File: src/rtl/edc_pkg.sv
package edc_pkg;
  localparam int CRC_W = 8;
  localparam logic [CRC_W-1:0] CRC_POLY = 8'h07;

  // One serial step of the checksum register, input bit b.
  function automatic logic [CRC_W-1:0] crc_bit(input logic [CRC_W-1:0] c, input logic b);
    logic fb;
    fb = c[CRC_W-1] ^ b;
    return {c[CRC_W-2:0], 1'b0} ^ (fb ? CRC_POLY : '0);
  endfunction
endpackage

File: src/rtl/edc_lane_crc.sv
module edc_lane_crc #(
  parameter int LANE_W = 8
) (
  input  logic                      clk,
  input  logic                      rst_n,
  input  logic                      beat_en,
  input  logic                      first,
  input  logic [LANE_W-1:0]         d,
  input  logic                      inv,
  output logic [edc_pkg::CRC_W-1:0] crc_nxt
);
  import edc_pkg::*;

  logic [CRC_W-1:0] crc_q;

  // Data bits high to low, then the inversion flag
  always_comb begin
    logic [CRC_W-1:0] c;
    c = first ? '0 : crc_q;
    for (int i = LANE_W - 1; i >= 0; i--) c = crc_bit(c, d[i]);
    c = crc_bit(c, inv);
    crc_nxt = c;
  end

  always_ff @(posedge clk or negedge rst_n) begin
    if (!rst_n)       crc_q <= '0;
    else if (beat_en) crc_q <= crc_nxt;
  end
endmodule

File: src/rtl/edc_delay_line.sv
module edc_delay_line #(
  parameter int DEPTH  = 13,
  parameter int W      = 32,
  parameter int SLOT_W = 4
) (
  input  logic              clk,
  input  logic              rst_n,
  input  logic              ins_vld,
  input  logic [SLOT_W-1:0] ins_slot,
  input  logic [W-1:0]      ins_data,
  output logic              head_vld,
  output logic [W-1:0]      head_data
);
  logic [DEPTH-1:0] vld_q, vld_n;
  logic [W-1:0]     dat_q [DEPTH];
  logic [W-1:0]     dat_n [DEPTH];

  always_comb begin
    for (int k = 0; k < DEPTH - 1; k++) begin
      vld_n[k] = vld_q[k+1];
      dat_n[k] = dat_q[k+1];
    end
    vld_n[DEPTH-1] = 1'b0;
    dat_n[DEPTH-1] = dat_q[DEPTH-1];
    if (ins_vld) begin
      vld_n[ins_slot] = 1'b1;
      dat_n[ins_slot] = ins_data;
    end
  end

  always_ff @(posedge clk or negedge rst_n) begin
    if (!rst_n) begin
      vld_q <= '0;
      for (int k = 0; k < DEPTH; k++) dat_q[k] <= '0;
    end else begin
      vld_q <= vld_n;
      for (int k = 0; k < DEPTH; k++) dat_q[k] <= dat_n[k];
    end
  end

  assign head_vld  = vld_q[0];
  assign head_data = dat_q[0];
endmodule

File: src/rtl/edc_serializer.sv
module edc_serializer #(
  parameter int LANES  = 4,
  parameter int CRC_W  = 8,
  parameter int HOLD_W = 4,
  localparam int CNT_W = $clog2(CRC_W)
) (
  input  logic                   clk,
  input  logic                   rst_n,
  input  logic                   load,
  input  logic [LANES*CRC_W-1:0] load_data,
  input  logic [HOLD_W-1:0]      hold_pat,
  output logic [LANES-1:0]       edc_out,
  output logic                   busy,
  output logic [CNT_W-1:0]       bit_cnt
);
  localparam int PH_W = $clog2(HOLD_W);
  localparam logic [CNT_W-1:0] LAST_BIT = CNT_W'(CRC_W - 1);

  logic [PH_W-1:0]  ph_q, ph_n;
  logic [CNT_W-1:0] cnt_q, cnt_n;
  logic             busy_q, busy_n;
  logic [LANES-1:0] out_q, out_n;
  logic [CRC_W-1:0] sh_q [LANES];
  logic [CRC_W-1:0] sh_n [LANES];

  always_comb begin
    ph_n   = ph_q + 1'b1;
    busy_n = busy_q;
    cnt_n  = cnt_q;
    out_n  = out_q;
    for (int l = 0; l < LANES; l++) sh_n[l] = sh_q[l];
    if (load) begin
      busy_n = 1'b1;
      cnt_n  = '0;
      for (int l = 0; l < LANES; l++) begin
        out_n[l] = load_data[l*CRC_W + CRC_W - 1];
        sh_n[l]  = {load_data[l*CRC_W +: CRC_W-1], 1'b0};
      end
    end else if (busy_q && cnt_q != LAST_BIT) begin
      cnt_n = cnt_q + 1'b1;
      for (int l = 0; l < LANES; l++) begin
        out_n[l] = sh_q[l][CRC_W-1];
        sh_n[l]  = {sh_q[l][CRC_W-2:0], 1'b0};
      end
    end else begin
      busy_n = 1'b0;
      cnt_n  = '0;
      out_n  = {LANES{hold_pat[~ph_n]}};
    end
  end

  always_ff @(posedge clk or negedge rst_n) begin
    if (!rst_n) begin
      ph_q   <= '0;
      cnt_q  <= '0;
      busy_q <= 1'b0;
      out_q  <= '0;
      for (int l = 0; l < LANES; l++) sh_q[l] <= '0;
    end else begin
      ph_q   <= ph_n;
      cnt_q  <= cnt_n;
      busy_q <= busy_n;
      out_q  <= out_n;
      for (int l = 0; l < LANES; l++) sh_q[l] <= sh_n[l];
    end
  end

  assign edc_out = out_q;
  assign busy    = busy_q;
  assign bit_cnt = cnt_q;
endmodule

File: src/rtl/edc_crc_unit.sv
module edc_crc_unit #(
  parameter int LANES      = 4,
  parameter int LANE_W     = 8,
  parameter int BEATS      = 8,
  parameter int RD_LAT_MIN = 2,
  parameter int RD_LAT_MAX = 3,
  parameter int WR_LAT_MIN = 8,
  parameter int WR_LAT_MAX = 14,
  parameter int HOLD_W     = 4,
  localparam int DATA_W    = LANES * LANE_W,
  localparam int RL_W      = $clog2(RD_LAT_MAX + 1),
  localparam int WL_W      = $clog2(WR_LAT_MAX + 2)
) (
  input  logic              clk,
  input  logic              rst_n,
  input  logic              beat_valid,
  input  logic              beat_is_write,
  input  logic [DATA_W-1:0] beat_data,
  input  logic [LANES-1:0]  beat_inv,
  input  logic              rd_edc_en,
  input  logic              wr_edc_en,
  input  logic [RL_W-1:0]   rd_lat,
  input  logic [WL_W-1:0]   wr_lat,
  input  logic [HOLD_W-1:0] hold_pat,
  output logic [LANES-1:0]  edc_out
);
  import edc_pkg::*;

  localparam int BEAT_CW     = $clog2(BEATS);
  localparam int PIPE_STAGES = 2;
  localparam int DL_DEPTH    = WR_LAT_MAX - PIPE_STAGES + 1;
  localparam int SLOT_W      = $clog2(DL_DEPTH);
  localparam int CNT_W       = $clog2(CRC_W);
  localparam logic [WL_W-1:0]    RD_MIN_V  = WL_W'(RD_LAT_MIN);
  localparam logic [WL_W-1:0]    RD_MAX_V  = WL_W'(RD_LAT_MAX);
  localparam logic [WL_W-1:0]    WR_MIN_V  = WL_W'(WR_LAT_MIN);
  localparam logic [WL_W-1:0]    WR_MAX_V  = WL_W'(WR_LAT_MAX);
  localparam logic [WL_W-1:0]    LAT_BASE  = WL_W'(PIPE_STAGES);
  localparam logic [BEAT_CW-1:0] LAST_BEAT = BEAT_CW'(BEATS - 1);

  // Burst framing
  logic [BEAT_CW-1:0] beat_q, beat_n;
  logic               typ_q;
  logic               first, last, cur_wr, ins;
  logic [WL_W-1:0]    rd_w, lat;
  logic [SLOT_W-1:0]  slot;
  logic [LANES*CRC_W-1:0] crc_all, head_data;
  logic               head_vld;
  logic               ser_busy;
  logic [CNT_W-1:0]   ser_cnt;

  assign first  = (beat_q == '0);
  assign last   = (beat_q == LAST_BEAT);
  assign cur_wr = first ? beat_is_write : typ_q;
  assign beat_n = last ? '0 : beat_q + 1'b1;
  assign ins    = beat_valid && last && (cur_wr ? wr_edc_en : rd_edc_en);
  assign rd_w   = WL_W'(rd_lat);

  always_comb begin
    if (cur_wr)
      lat = (wr_lat < WR_MIN_V) ? WR_MIN_V : (wr_lat > WR_MAX_V) ? WR_MAX_V : wr_lat;
    else
      lat = (rd_w < RD_MIN_V) ? RD_MIN_V : (rd_w > RD_MAX_V) ? RD_MAX_V : rd_w;
    slot = SLOT_W'(lat - LAT_BASE);
  end

  always_ff @(posedge clk or negedge rst_n) begin
    if (!rst_n) begin
      beat_q <= '0;
      typ_q  <= 1'b0;
    end else if (beat_valid) begin
      beat_q <= beat_n;
      if (first) typ_q <= beat_is_write;
    end
  end

  for (genvar g = 0; g < LANES; g++) begin : g_lane
    edc_lane_crc #(.LANE_W(LANE_W)) u_lane (
      .clk     (clk),
      .rst_n   (rst_n),
      .beat_en (beat_valid),
      .first   (first),
      .d       (beat_data[g*LANE_W +: LANE_W]),
      .inv     (beat_inv[g]),
      .crc_nxt (crc_all[g*CRC_W +: CRC_W])
    );
  end

  edc_delay_line #(.DEPTH(DL_DEPTH), .W(LANES*CRC_W), .SLOT_W(SLOT_W)) u_dly (
    .clk       (clk),
    .rst_n     (rst_n),
    .ins_vld   (ins),
    .ins_slot  (slot),
    .ins_data  (crc_all),
    .head_vld  (head_vld),
    .head_data (head_data)
  );

  edc_serializer #(.LANES(LANES), .CRC_W(CRC_W), .HOLD_W(HOLD_W)) u_ser (
    .clk       (clk),
    .rst_n     (rst_n),
    .load      (head_vld),
    .load_data (head_data),
    .hold_pat  (hold_pat),
    .edc_out   (edc_out),
    .busy      (ser_busy),
    .bit_cnt   (ser_cnt)
  );
endmodule

File: config.mk
export PLATFORM = sky130hd
export DESIGN_NAME = edc_crc_unit
export DESIGN_NICKNAME = d
export VERILOG_FILES = /design/src/rtl/edc_pkg.sv /design/src/rtl/edc_lane_crc.sv /design/src/rtl/edc_delay_line.sv /design/src/rtl/edc_serializer.sv /design/src/rtl/edc_crc_unit.sv
export SDC_FILE = /design/constraint.sdc
export NUM_CORES = 1
export LEC_CHECK = 0
export BUFFER_PORTS_ARGS = -buffer_cell sky130_fd_sc_hd__buf_2
export CAP_MARGIN = 20
export CORE_MARGIN = 5
export CORE_UTILIZATION = 45
export DETAILED_ROUTE_END_ITERATION = 10
export GPL_TIMING_DRIVEN = 0
export PLACE_DENSITY_LB_ADDON = 0.08
export RECOVER_POWER = 25
export SYNTH_ARGS = -nofsm -noshare
export SYNTH_HDL_FRONTEND = slang
export SYNTH_SLANG_ARGS = --single-unit
File: constraint.sdc
create_clock -name clk -period 3.8 [get_ports clk]
set_input_delay 0.38 -clock clk [delete_from_list [all_inputs] [get_ports clk]]
set_output_delay 0.38 -clock clk [all_outputs]
set_load 0.005 [all_outputs]
Word level (Yosys, flattened, before mapping)
Cells that the tools add are included.
- memory bits (writable): 0
- bits in read-only memories: 0
- input bits: 52
- latch bits: 0
- memories: 0
- register bits: 507
- output and inout bits: 4
- logic and storage cells: 191
- add/subtract/negate cells: 4
- multiplexer cells: 65
- shifts and indexed selects: 0
- bitwise logic cells: 75
- reductions and logical operators: 7
- $mul: 0
- order comparisons: 9
- divide/modulo/power cells: 0
- equality and inequality tests: 3
- operators by type and width (cell ; number):
    416-bit bitwise mux ; 1
    416-bit 2-to-1 mux ; 1
    8-bit bitwise XOR ; 36
    32-bit demux with 4-bit select ; 1
    3-bit 2-to-1 mux ; 39
    32-bit 2-to-1 mux ; 3
    1-bit bitwise XOR ; 36
    8-bit 2-to-1 mux ; 4
    4-bit 2-to-1 mux ; 5
    13-bit 2-to-1 mux ; 1
    12-bit by 13-bit bitwise OR with 13-bit output ; 1
    3-bit by 1-bit adder with 3-bit output, second input constant ; 2
    1-bit 2-to-1 mux ; 6
    5-bit >= comparator, second input constant ; 1
    1-bit logical AND ; 5
    4-bit by 5-bit less-than comparator with 1-bit output, second input constant ; 1
    5-bit by 1-bit less-than comparator with 1-bit output, second input constant ; 1
    4-bit inverter with 5-bit output ; 1
    1-bit demux with 4-bit select ; 1
    4-bit by 1-bit >= comparator with 1-bit output, second input constant ; 1
    4-bit greater-than comparator, second input constant ; 1
    4-bit less-than comparator, second input constant ; 1
    2-bit 2-to-1 mux ; 2
    4-bit by 2-bit subtractor with 4-bit output, second input constant ; 1
    11 further kinds ; 11

Logic depth before layout (Yosys ltp)
Gate-level depths: netlist (run 1).
- depth in word-level cells: 31
- gate-level depth with buffers: 16
- mapped depth without buffers: 11

By module
Synthesis (run 1) repeated with hierarchy kept, for this count alone.
- cells, all modules: 1425
- area total of the unflattened synthesis: 20963.9 sq um
- modules (own cells, without submodules) (module ; sequential area each (sq um) ; area each (sq um) ; cells each ; times used):
    edc_delay_line ; 10735.3 ; 16209.3 ; 986 ; 1
    edc_lane_crc ; 200.2 ; 674.4 ; 62 ; 4
    edc_serializer ; 950.9 ; 1749.2 ; 160 ; 1
    edc_crc_unit ; 100.1 ; 307.8 ; 31 ; 1

Worst setup path before layout (run 1)
No wires, ideal clock.
- kind: register -> register
- start: reg beat_q[0]
- end: reg u_dly.dat_q (netlist bit u_dly.head_data[10])
- period minus slack after synthesis: 3345 ps
- library setup time: 125 ps
- cell stages (with the launch flop): 13
- slack: 455 ps
- arrival: 3220 ps
- cell sequence: dfrtp_1 > inv_1 > ha_1 > nor2b_1 > buf_6 > mux2i_2 > a21oi_1 > ha_1 > nand4_1 > or4_1 > mux2i_1 > buf_2 > mux2_2
- RTL lines (item ; line ; text):
    from (decl) ; edc_crc_unit.sv:42 ; logic [BEAT_CW-1:0] beat_q, beat_n;
    from (signal assigned) ; edc_crc_unit.sv:72 ; beat_q <= beat_n;
    to (decl) ; edc_delay_line.sv:15 ; logic [W-1:0] dat_q [DEPTH];

==> summary by stage, run 1 <==
Power and ir drop
The sequential power share is 0.360. The analysis attributes to net switching a power of 0.00826 W. The internal power contribution is around 0.014 W. For this design the ratio of total power to cell area is 924 nW/um2. The clock group share of total power is 0.247. The share of total power dissipated in combinational logic is 0.393. The leakage power is about 12 nW. The worst vdd rail ir drop is 0.000550 V.

Of the total power, the share spent switching nets is 0.377.

Timing
For this run, the top clock speed supported by timing is 275 MHz. Setup repair after global routing could not meet its margin everywhere. For the pin with the worst max-slew slack, the measured transition is around 1.6 ns. In the finished design, the share of the clock period the worst path needs comes to 0.957. The number of slew-limit violations in the final report is between 200 and 250. Setup violations remaining at the end of the flow were counted as 0.

The number of hold violations in the final report is 0. The worst path in the final design needs a cycle of 3.64 ns, including I/O delays and setup. The worst hold slack is about 0.4 ns. The final setup skew is 0.0121 ns. The normalized max-slew margin is -0.0898.

Detailed routing
The DRC marker count from the first detailed-route iteration is 570. After detailed routing, the number of remaining DRC violations is 0. The detail-routed net length per standard cell is 19.1 um. Summed over all layers, the routed wires come to 43,400 um. The number of vias per cell after detailed routing is ~5.0. The total number of vias is 11,300.

The number of antenna-violating nets in the routed design is 0. The detailed-router iteration count before antenna repair is 4.

GRT
The total global-route track usage is 0.179. The maximum number of pins on one net before global-route repair is 119. The number of global-route vias before repair is 11,800. The wire length of the first global-routing pass is roughly 70,000 um. The number of antenna violations at the first check in global routing is 0.

Global routing finished with a remaining overflow of 0.

Finish
The finished layout holds 2,274 standard cells, fillers aside. The fraction of final layout cells with drive strength greater than 1 is 0.341. From synthesis to final layout, the design area changed by 15.8%. After the last flow step, the layout net total stands at 1,693. In the layout the commonest cells are dfrtp_1 (503), mux2_2 (341), nor2_1 (125). The final cell utilization of the core is 0.525. The commonest non-fill, non-tap cell in the layout is dfrtp_1. The number of antenna cells inserted is 0.

Floorplan
The height of the die is 223 um. The number of rows in the core area is 78. In this run the count of I/O pins placed on the die edge is 56. The initial core utilization is 0.453. The area of the die is 49,800 um2. The die is roughly 220 um wide.

The area of the core is 45,200 um2.

Synthesis
The share of the yosys chip area belonging to registers is 0.615. The largest total area in the synthesized netlist belongs to dfrtp_1. The number of storage elements in the synthesis netlist is about 500. The most instantiated flip-flop cell in the synthesis netlist is dfrtp_1. The synthesized netlist net count is between 1,500 and 2,000. In the post-synthesis netlist, the biggest area contributors are dfrtp_1 (61%), mux2_2 (19%), xnor2_1 (3.9%). The number of enable-type register cells in the synthesized netlist is 0. After synthesis, the netlist uses 42 different library cells. Of the post-synthesis cell area, the dominant cell type holds 0.615. The fraction of registers with async set or reset after synthesis is 1.00.

The number of instances in the synthesized netlist is 1,511. The count of synthesis-stage warnings from yosys is 0. The mapped cell area is about 20,000 um2. Each instance of the synthesized netlist takes up on average roughly 14 um2.

Worst setup path
The maximum fanout along the worst path is 10. The classification of the worst setup path is reg -> reg. The critical register-to-register path endpoint is u_dly.dat_q[158]$_DFF_PN0_.

The startpoint identified for the worst register-to-register timing path is beat_q[0]$_DFFE_PN0P_. The required arrival time at the worst endpoint is 4.27 ns. The number of cells on the worst reg-to-reg path is 14. The worst setup path is launched from a flop. For the worst setup path, the data arrival time is 4.10 ns. Tracing the worst setup path back leads to its startpoint at beat_q[0]$_DFFE_PN0P_.

The critical path ends at u_dly.dat_q[158]$_DFF_PN0_. The worst setup path is captured at a flop. The slack of the worst reg-to-reg path is roughly 0.16 ns.

Flow run
The tool flagged a number of max-cap violations equal to 2.

Clock tree
The clock input transition at the sequential cells of the worst setup and hold paths is 0.06 ns. The number of clock buffers inserted by TritonCTS is 53. Counting along the longest clock path gives a buffer depth of 3. The H-tree generated during clock tree synthesis spans 2 levels. The sink count of the clock tree is 503. CTS placed an instance of clkbuf_16 at the clock tree root. The clock reaches the later pin of the worst-skew pair after 0.59 ns.

TritonCTS built the clock tree.

Worst hold path
The tightest min-delay check is of the in -> async type.

Placement
The detailed placer's ending HPWL is 30,800 um. The final estimated routing congestion in global placement is 0.826. The number of placed instances, taps included, is 2,170. The count of port buffers added during placement is 55.

Outcome
The checks that failed: capacitance limit, slew limit. The run finished, with violations left.
==> cell usage after synthesis, types with 5 or more instances <==
cell type / number
mux2i_1: 26
mux2_4: 5
xnor2_1: 92
nand2_1: 59
buf_2: 33
mux2_1: 10
a21oi_1: 104
nand3_1: 6
nor3_1: 5
nand2b_1: 9
ha_1: 6
dfrtp_1: 503
o21ai_0: 34
mux2_2: 341
xor2_1: 43
or2_2: 10
nor2_1: 125
inv_1: 5
clkbuf_1: 48
==> worst max-delay path: stages, from the launching register on <==
cell     delay, ns
dfrtp_1       0.40
inv_1         0.08
ha_1          0.17
nor2b_1       0.16
buf_6         0.18
mux2_4        0.19
buf_6         0.16
nand3_1       0.15
ha_4          0.33
nand4_1       0.23
or4_4         0.63
mux2i_4       0.18
buf_12        0.15
buf_2         0.15
mux2_2        0.33
==> per-stage QoR <==
stage | total power [W] | setup TNS (ns) | setup slack (ns) | cell area (um2)
global placement | 0.0162 | -3921.09 | -7.79 | 21500
global route | 0.0233 | -0.0994 | -0.0267 | 23700
detailed placement | 0.0164 | -52.71 | -0.544 | 21600
CTS | 0.0220 | -0.962 | -0.106 | 23600
floorplan | 0.0134 | 0 | 0.455 | 20500
finish | 0.0219 | 0 | 0.162 | 23700
==> routing by layer <==
metal  GRT usage  wire length [um]  vias to the layer above
met5           0                 0                        -
met1       0.254             20400                     5641
li1            -                 -                     5401
met2       0.286             20600                      152
met3      0.0324              1410                       71
met4      0.0468              1020                        0
==> state kept, by name, summed over array words and instances (netlist names), named ones only <==
signal	cells
beat_q	3
g_lane.u_lane.crc_q	32
typ_q	1
u_dly.dat_q	352
u_dly.head_data	32
u_dly.vld_q	13
u_ser.bit_cnt	3
u_ser.busy	1
u_ser.edc_out	4
u_ser.ph_q	2
u_ser.sh_q	28
==> power groups by stage <==
stage / registers, W / clock network (W) / logic (W)
after global placement: 0.00794 / 0 / 0.00829
after CTS: 0.00789 / 0.00557 / 0.00854
after floorplan: 0.00779 / 0 / 0.00556
after global routing: 0.00809 / 0.00578 / 0.00946
final: 0.00788 / 0.00542 / 0.00861
after detailed placement: 0.00797 / 0 / 0.00842
==> logic make-up (layout without fill, tap and decap cells) <==
family	count (synthesis)	count (layout)	synth area share
buffers and inverters	96	259	0.0216
muxes	384	384	0.211
DFF	503	503	0.615
and+or+nand+nor	241	241	0.0517
AOI/OAI and AO/OA	143	143	0.0357
adders and majority gates	6	6	0.00367
xor gates and xnor gates	138	138	0.0611
==> worst min-delay path by stage <==
stage	from	to	cells past startpoint
floorplan	rst_n	async pin	0
global placement	u_dly.vld_q[12]$_DFF_PN0_	u_dly.vld_q[11]$_DFF_PN0_	1
detailed placement	u_dly.vld_q[12]$_DFF_PN0_	u_dly.vld_q[11]$_DFF_PN0_	1
CTS	beat_is_write	typ_q$_DFFE_PN0P_	4
global route	beat_is_write	typ_q$_DFFE_PN0P_	4
finish	rst_n	u_dly.head_data[29]$_DFF_PN0_	2
==> final cells by class <==
| class | instances | area [um2] |
|---|---|---|
| multi-input cells | 912 | 7540 |
| flip-flops and latches | 503 | 12600 |
| inverters | 5 | 18.8 |
| clock buffers | 79 | 1600 |
| well taps | 600 | 751 |
| clock inverters | 15 | 254 |
| plain buffers | 90 | 489 |
| fillers | 3797 | 21500 |
| repair buffers | 70 | 464 |
==> timing repair <==
item | in CTS | in global routing
hold endpoints to repair | 103 | 0
gates resized for setup | 23 | 30
hold buffers | 1 | 0
buffers inserted | 2 | 4
pin swaps | 1 | 4
setup endpoints to repair | 232 | 235
cloned | 0 | 2
No activity file was read; power rests on OpenSTA's default activity.
==> inputs of run 2 (changes only) <==
==> constraint.sdc (replaced) <==
create_clock -name clk -period 3.7 [get_ports clk]
set_input_delay 0.37 -clock clk [delete_from_list [all_inputs] [get_ports clk]]
set_output_delay 0.37 -clock clk [all_outputs]
set_load 0.005 [all_outputs]
==> run 2 against run 1 <==
The run still ends with capacitance limit, slew limit left. Sequential power increased by 2.8%. Setup slack got worse by 0.041 ns. Register-to-register slack got worse by 0.04 ns. Combinational power grew 2.7%. Cell count grew 0.13%. Largest power group unchanged. Via count about the same. Routed wire length up 0.16%. Power grew 2.7%. Highest routed layer unchanged.
==> summary by stage, run 2 (same netlist as run 1, synthesis figures left out) <==
Outcome
Run status: complete, but fails checks (unchanged). Violated checks: capacitance limit, slew limit (unchanged).

Floorplan
The number of rows in the core area came to 78 (unchanged). The width of the die was 223 um (unchanged). The height of the die is 223 um (unchanged). The area of the core is 45,200 um2 (unchanged).

The number of I/O pins is 56 (unchanged). The area of the die is 49,800 um2 (unchanged). The initial core utilization is 0.453 (unchanged).

Placement
The placed standard-cell area is 21,600 um2 (unchanged). The final estimated routing congestion in global placement is 0.826 (unchanged). The detailed placer's ending HPWL came to 30,800 um (unchanged). The count of port buffers added during placement was 55 (unchanged).

Detailed routing
The DRC marker count from the first detailed-route iteration was 580 (was 570). The total number of vias came to 11,300 (about the same). The number of antenna-violating nets in the routed design came to 0 (unchanged). The total wire length is 43,500 um (was 43,400 um).

The final routed DRC violation total came to 0 (unchanged). The detail-routed net length per standard cell is 19.1 um (about the same). The detailed-router iteration count before antenna repair is 5 (was 4). The number of vias per cell after detailed routing is 4.95 (about the same).

Worst setup path
The number of buffers and inverters on the critical path is 6 (was 5). The peak per-stage delay on the critical path is 0.50 ns (was 0.63 ns). The maximum fanout along the worst path is 10 (unchanged).

The classification of the worst setup path was reg -> reg (unchanged). The library cell appearing most often on the critical path is buf_6 (unchanged). Chain of cells forming the critical path: inv_1 -> ha_1 -> nor2b_1 -> buf_6 -> mux2_4 -> buf_6 -> nand3_1 -> ha_4 -> nand4_1 -> buf_4 -> or4_4 -> mux2i_4 -> buf_12 -> buf_6 -> mux2_2 (was inv_1 -> ha_1 -> nor2b_1 -> buf_6 -> mux2_4 -> buf_6 -> nand3_1 -> ha_4 -> nand4_1 -> or4_4 -> mux2i_4 -> buf_12 -> buf_2 -> mux2_2). The arrival time of the worst setup path is 4.03 ns (was 4.10 ns). The startpoint type of the worst setup path is a flop (unchanged).

The required arrival time at the worst endpoint is 4.16 ns (was 4.27 ns). The highest-delay cell along the critical path is or4_4 (unchanged). The element type at the critical path end is a flop (unchanged).

The kind of cell adding the most delay to the critical path is simple AND/OR/NAND/NOR gates (unchanged).

Finish
The largest register by flop count is u_dly.dat_q (unchanged). The commonest non-fill, non-tap cell in the layout is dfrtp_1 (unchanged). The number of nets in the layout is 1,696 (was 1,693). The synthesis-to-finish area growth was 15.9% (was 15.8%). The number of filler instances in the final layout came to 3,793 (was 3,797). The number of antenna cells inserted came to 0 (unchanged). The post-route standard cell area excluding fillers was 23,700 um2 (about the same). The final cell utilization of the core is 0.525 (about the same). Most used cells in the layout excluding fill and tap cells: dfrtp_1 (503), mux2_2 (341), nor2_1 (125) (unchanged). The fraction of final layout cells with drive strength greater than 1 is 0.342 (was 0.341).

The number of flip-flops in the largest register is 352 (unchanged).

GRT
The met1 demand-to-capacity share in global routing is 0.254 (about the same). The maximum number of pins on one net before global-route repair is 119 (unchanged). The total global-route track usage is 0.179 (about the same). The number of antenna violations at the first check in global routing came to 0 (unchanged). The total congestion overflow is 0 (unchanged). The met3 capacity usage during global routing is 0.0324 (unchanged).

The most crowded layer after global routing is met2 (unchanged). The met2 layer usage reported by global route was 0.287 (was 0.286). The number of global-route vias before repair is 11,800 (about the same). The wire length of the first global-routing pass came to 69,800 um (was 69,600 um).

Clock tree
The clock insertion delay at the later pin of the skew report is 0.58 ns (was 0.59 ns). The clock tree buffer depth is 3 (unchanged). The clock tree from TritonCTS is done (unchanged).

The root buffer selected by CTS is clkbuf_16 (unchanged). The number of clock buffers inserted by TritonCTS is 53 (unchanged). The sink count of the clock tree is 503 (unchanged). The clock input transition at the sequential cells of the worst setup and hold paths is 0.06 ns (about the same). The depth of the CTS H-tree was 2 (unchanged).

Timing
The final critical-path required period was 3.58 ns (was 3.64 ns). The slew at the pin closest to its max-slew limit is 1.65 ns (was 1.63 ns). The accumulated negative setup slack is 0 ns (unchanged). The part of the cycle the worst path needs is 0.967 (was 0.957). Setup repair after global routing missed its margin: no (was yes). The count of endpoints failing setup in the final report came to 0 (unchanged). The normalized max-slew margin is -0.0992 (was -0.0898). The number of slew-limit violations in the final report is 234 (unchanged). The number of hold violations in the final report is 0 (unchanged). The worst hold slack is 0.364 ns (was 0.390 ns). The final setup skew was 0.0131 ns (was 0.0121 ns). The highest achievable clock rate is 279 MHz (was 275 MHz).

Worst hold path
The type of the tightest min-delay check is in -> async (unchanged).

Power and ir drop
The leakage power came to 11.7 nW (about the same). The cell area power density came to 948 nW/um2 (was 924 nW/um2). The worst vdd rail ir drop is 0.000562 V (was 0.000550 V).

Flow run
The number of violations of the max-capacitance limit is 2 (unchanged).
## run 2: cell type report
class                           instances  area, um2  area share
Inverter                                5       18.8    0.000791
Buffer                                 89        492      0.0207
Sequential cell                       503      12600       0.530
Multi-Input combinational cell        912       7540       0.318
Tap cell                              600        751      0.0316
Clock buffer                           79       1600      0.0673
Clock inverter                         15        254      0.0107
Timing Repair Buffer                   74        494      0.0208
## run 2: worst register-to-register path, stage by stage (launching register included)
cell	delay, ns
dfrtp_1	0.38
inv_1	0.07
ha_1	0.21
nor2b_1	0.14
buf_6	0.13
mux2_4	0.21
buf_6	0.16
nand3_1	0.16
ha_4	0.34
nand4_1	0.10
buf_4	0.19
or4_4	0.50
mux2i_4	0.17
buf_12	0.15
buf_6	0.17
mux2_2	0.38
## run 2: final timing paths
check | startpoint | to | slack [ns] | depth (start not counted)
setup reg to reg | beat_q[0]$_DFFE_PN0P_ | u_dly.head_data[10]$_DFF_PN0_ | 0.12 | 15
hold reg to reg | u_dly.vld_q[10]$_DFF_PN0_ | u_dly.vld_q[9]$_DFF_PN0_ | 0.43 | 1
hold / removal | rst_n | u_dly.head_data[29]$_DFF_PN0_ | 0.36 | 2
max in group asynchronous | rst_n | u_dly.dat_q[232]$_DFF_PN0_ | 0.62 | 5
min in group clk | beat_is_write | typ_q$_DFFE_PN0P_ | 0.41 | 4
setup / recovery | beat_q[0]$_DFFE_PN0P_ | u_dly.head_data[10]$_DFF_PN0_ | 0.12 | 15
## run 2: timing repair
| item | 4_1_cts | 5_1_grt |
|---|---|---|
| pin swaps | 1 | 4 |
| hold endpoints to repair | 103 | 0 |
| resized for setup | 28 | 24 |
| setup buffers | 5 | 5 |
| hold buffers | 1 | 0 |
| cloned | 0 | 2 |
| setup endpoints to repair | 236 | 287 |
## run 2: stage by stage
step / cells / worst slack, ns / total power [W]
after floorplan: 1511 / 0.355 / 0.0137
after global placement: 2166 / -7.88 / 0.0167
after detailed placement: 2170 / -0.644 / 0.0168
after CTS: 2269 / -0.156 / 0.0226
after global routing: 2277 / 0.0103 / 0.0240
final: 2277 / 0.121 / 0.0225
## run 2: power by group
part	switching [W]	total (W)	internal (W)
Sequential	0.000657	0.00810	0.00744
Clock	0.00212	0.00557	0.00345
Combinational	0.00571	0.00884	0.00314
## run 2: layer usage
metal / wire length [um] / vias to the layer above
li1: - / 5393
met1: 20400 / 5641
met2: 20500 / 160
met3: 1370 / 74
met4: 1130 / 0
met5: 0 / -
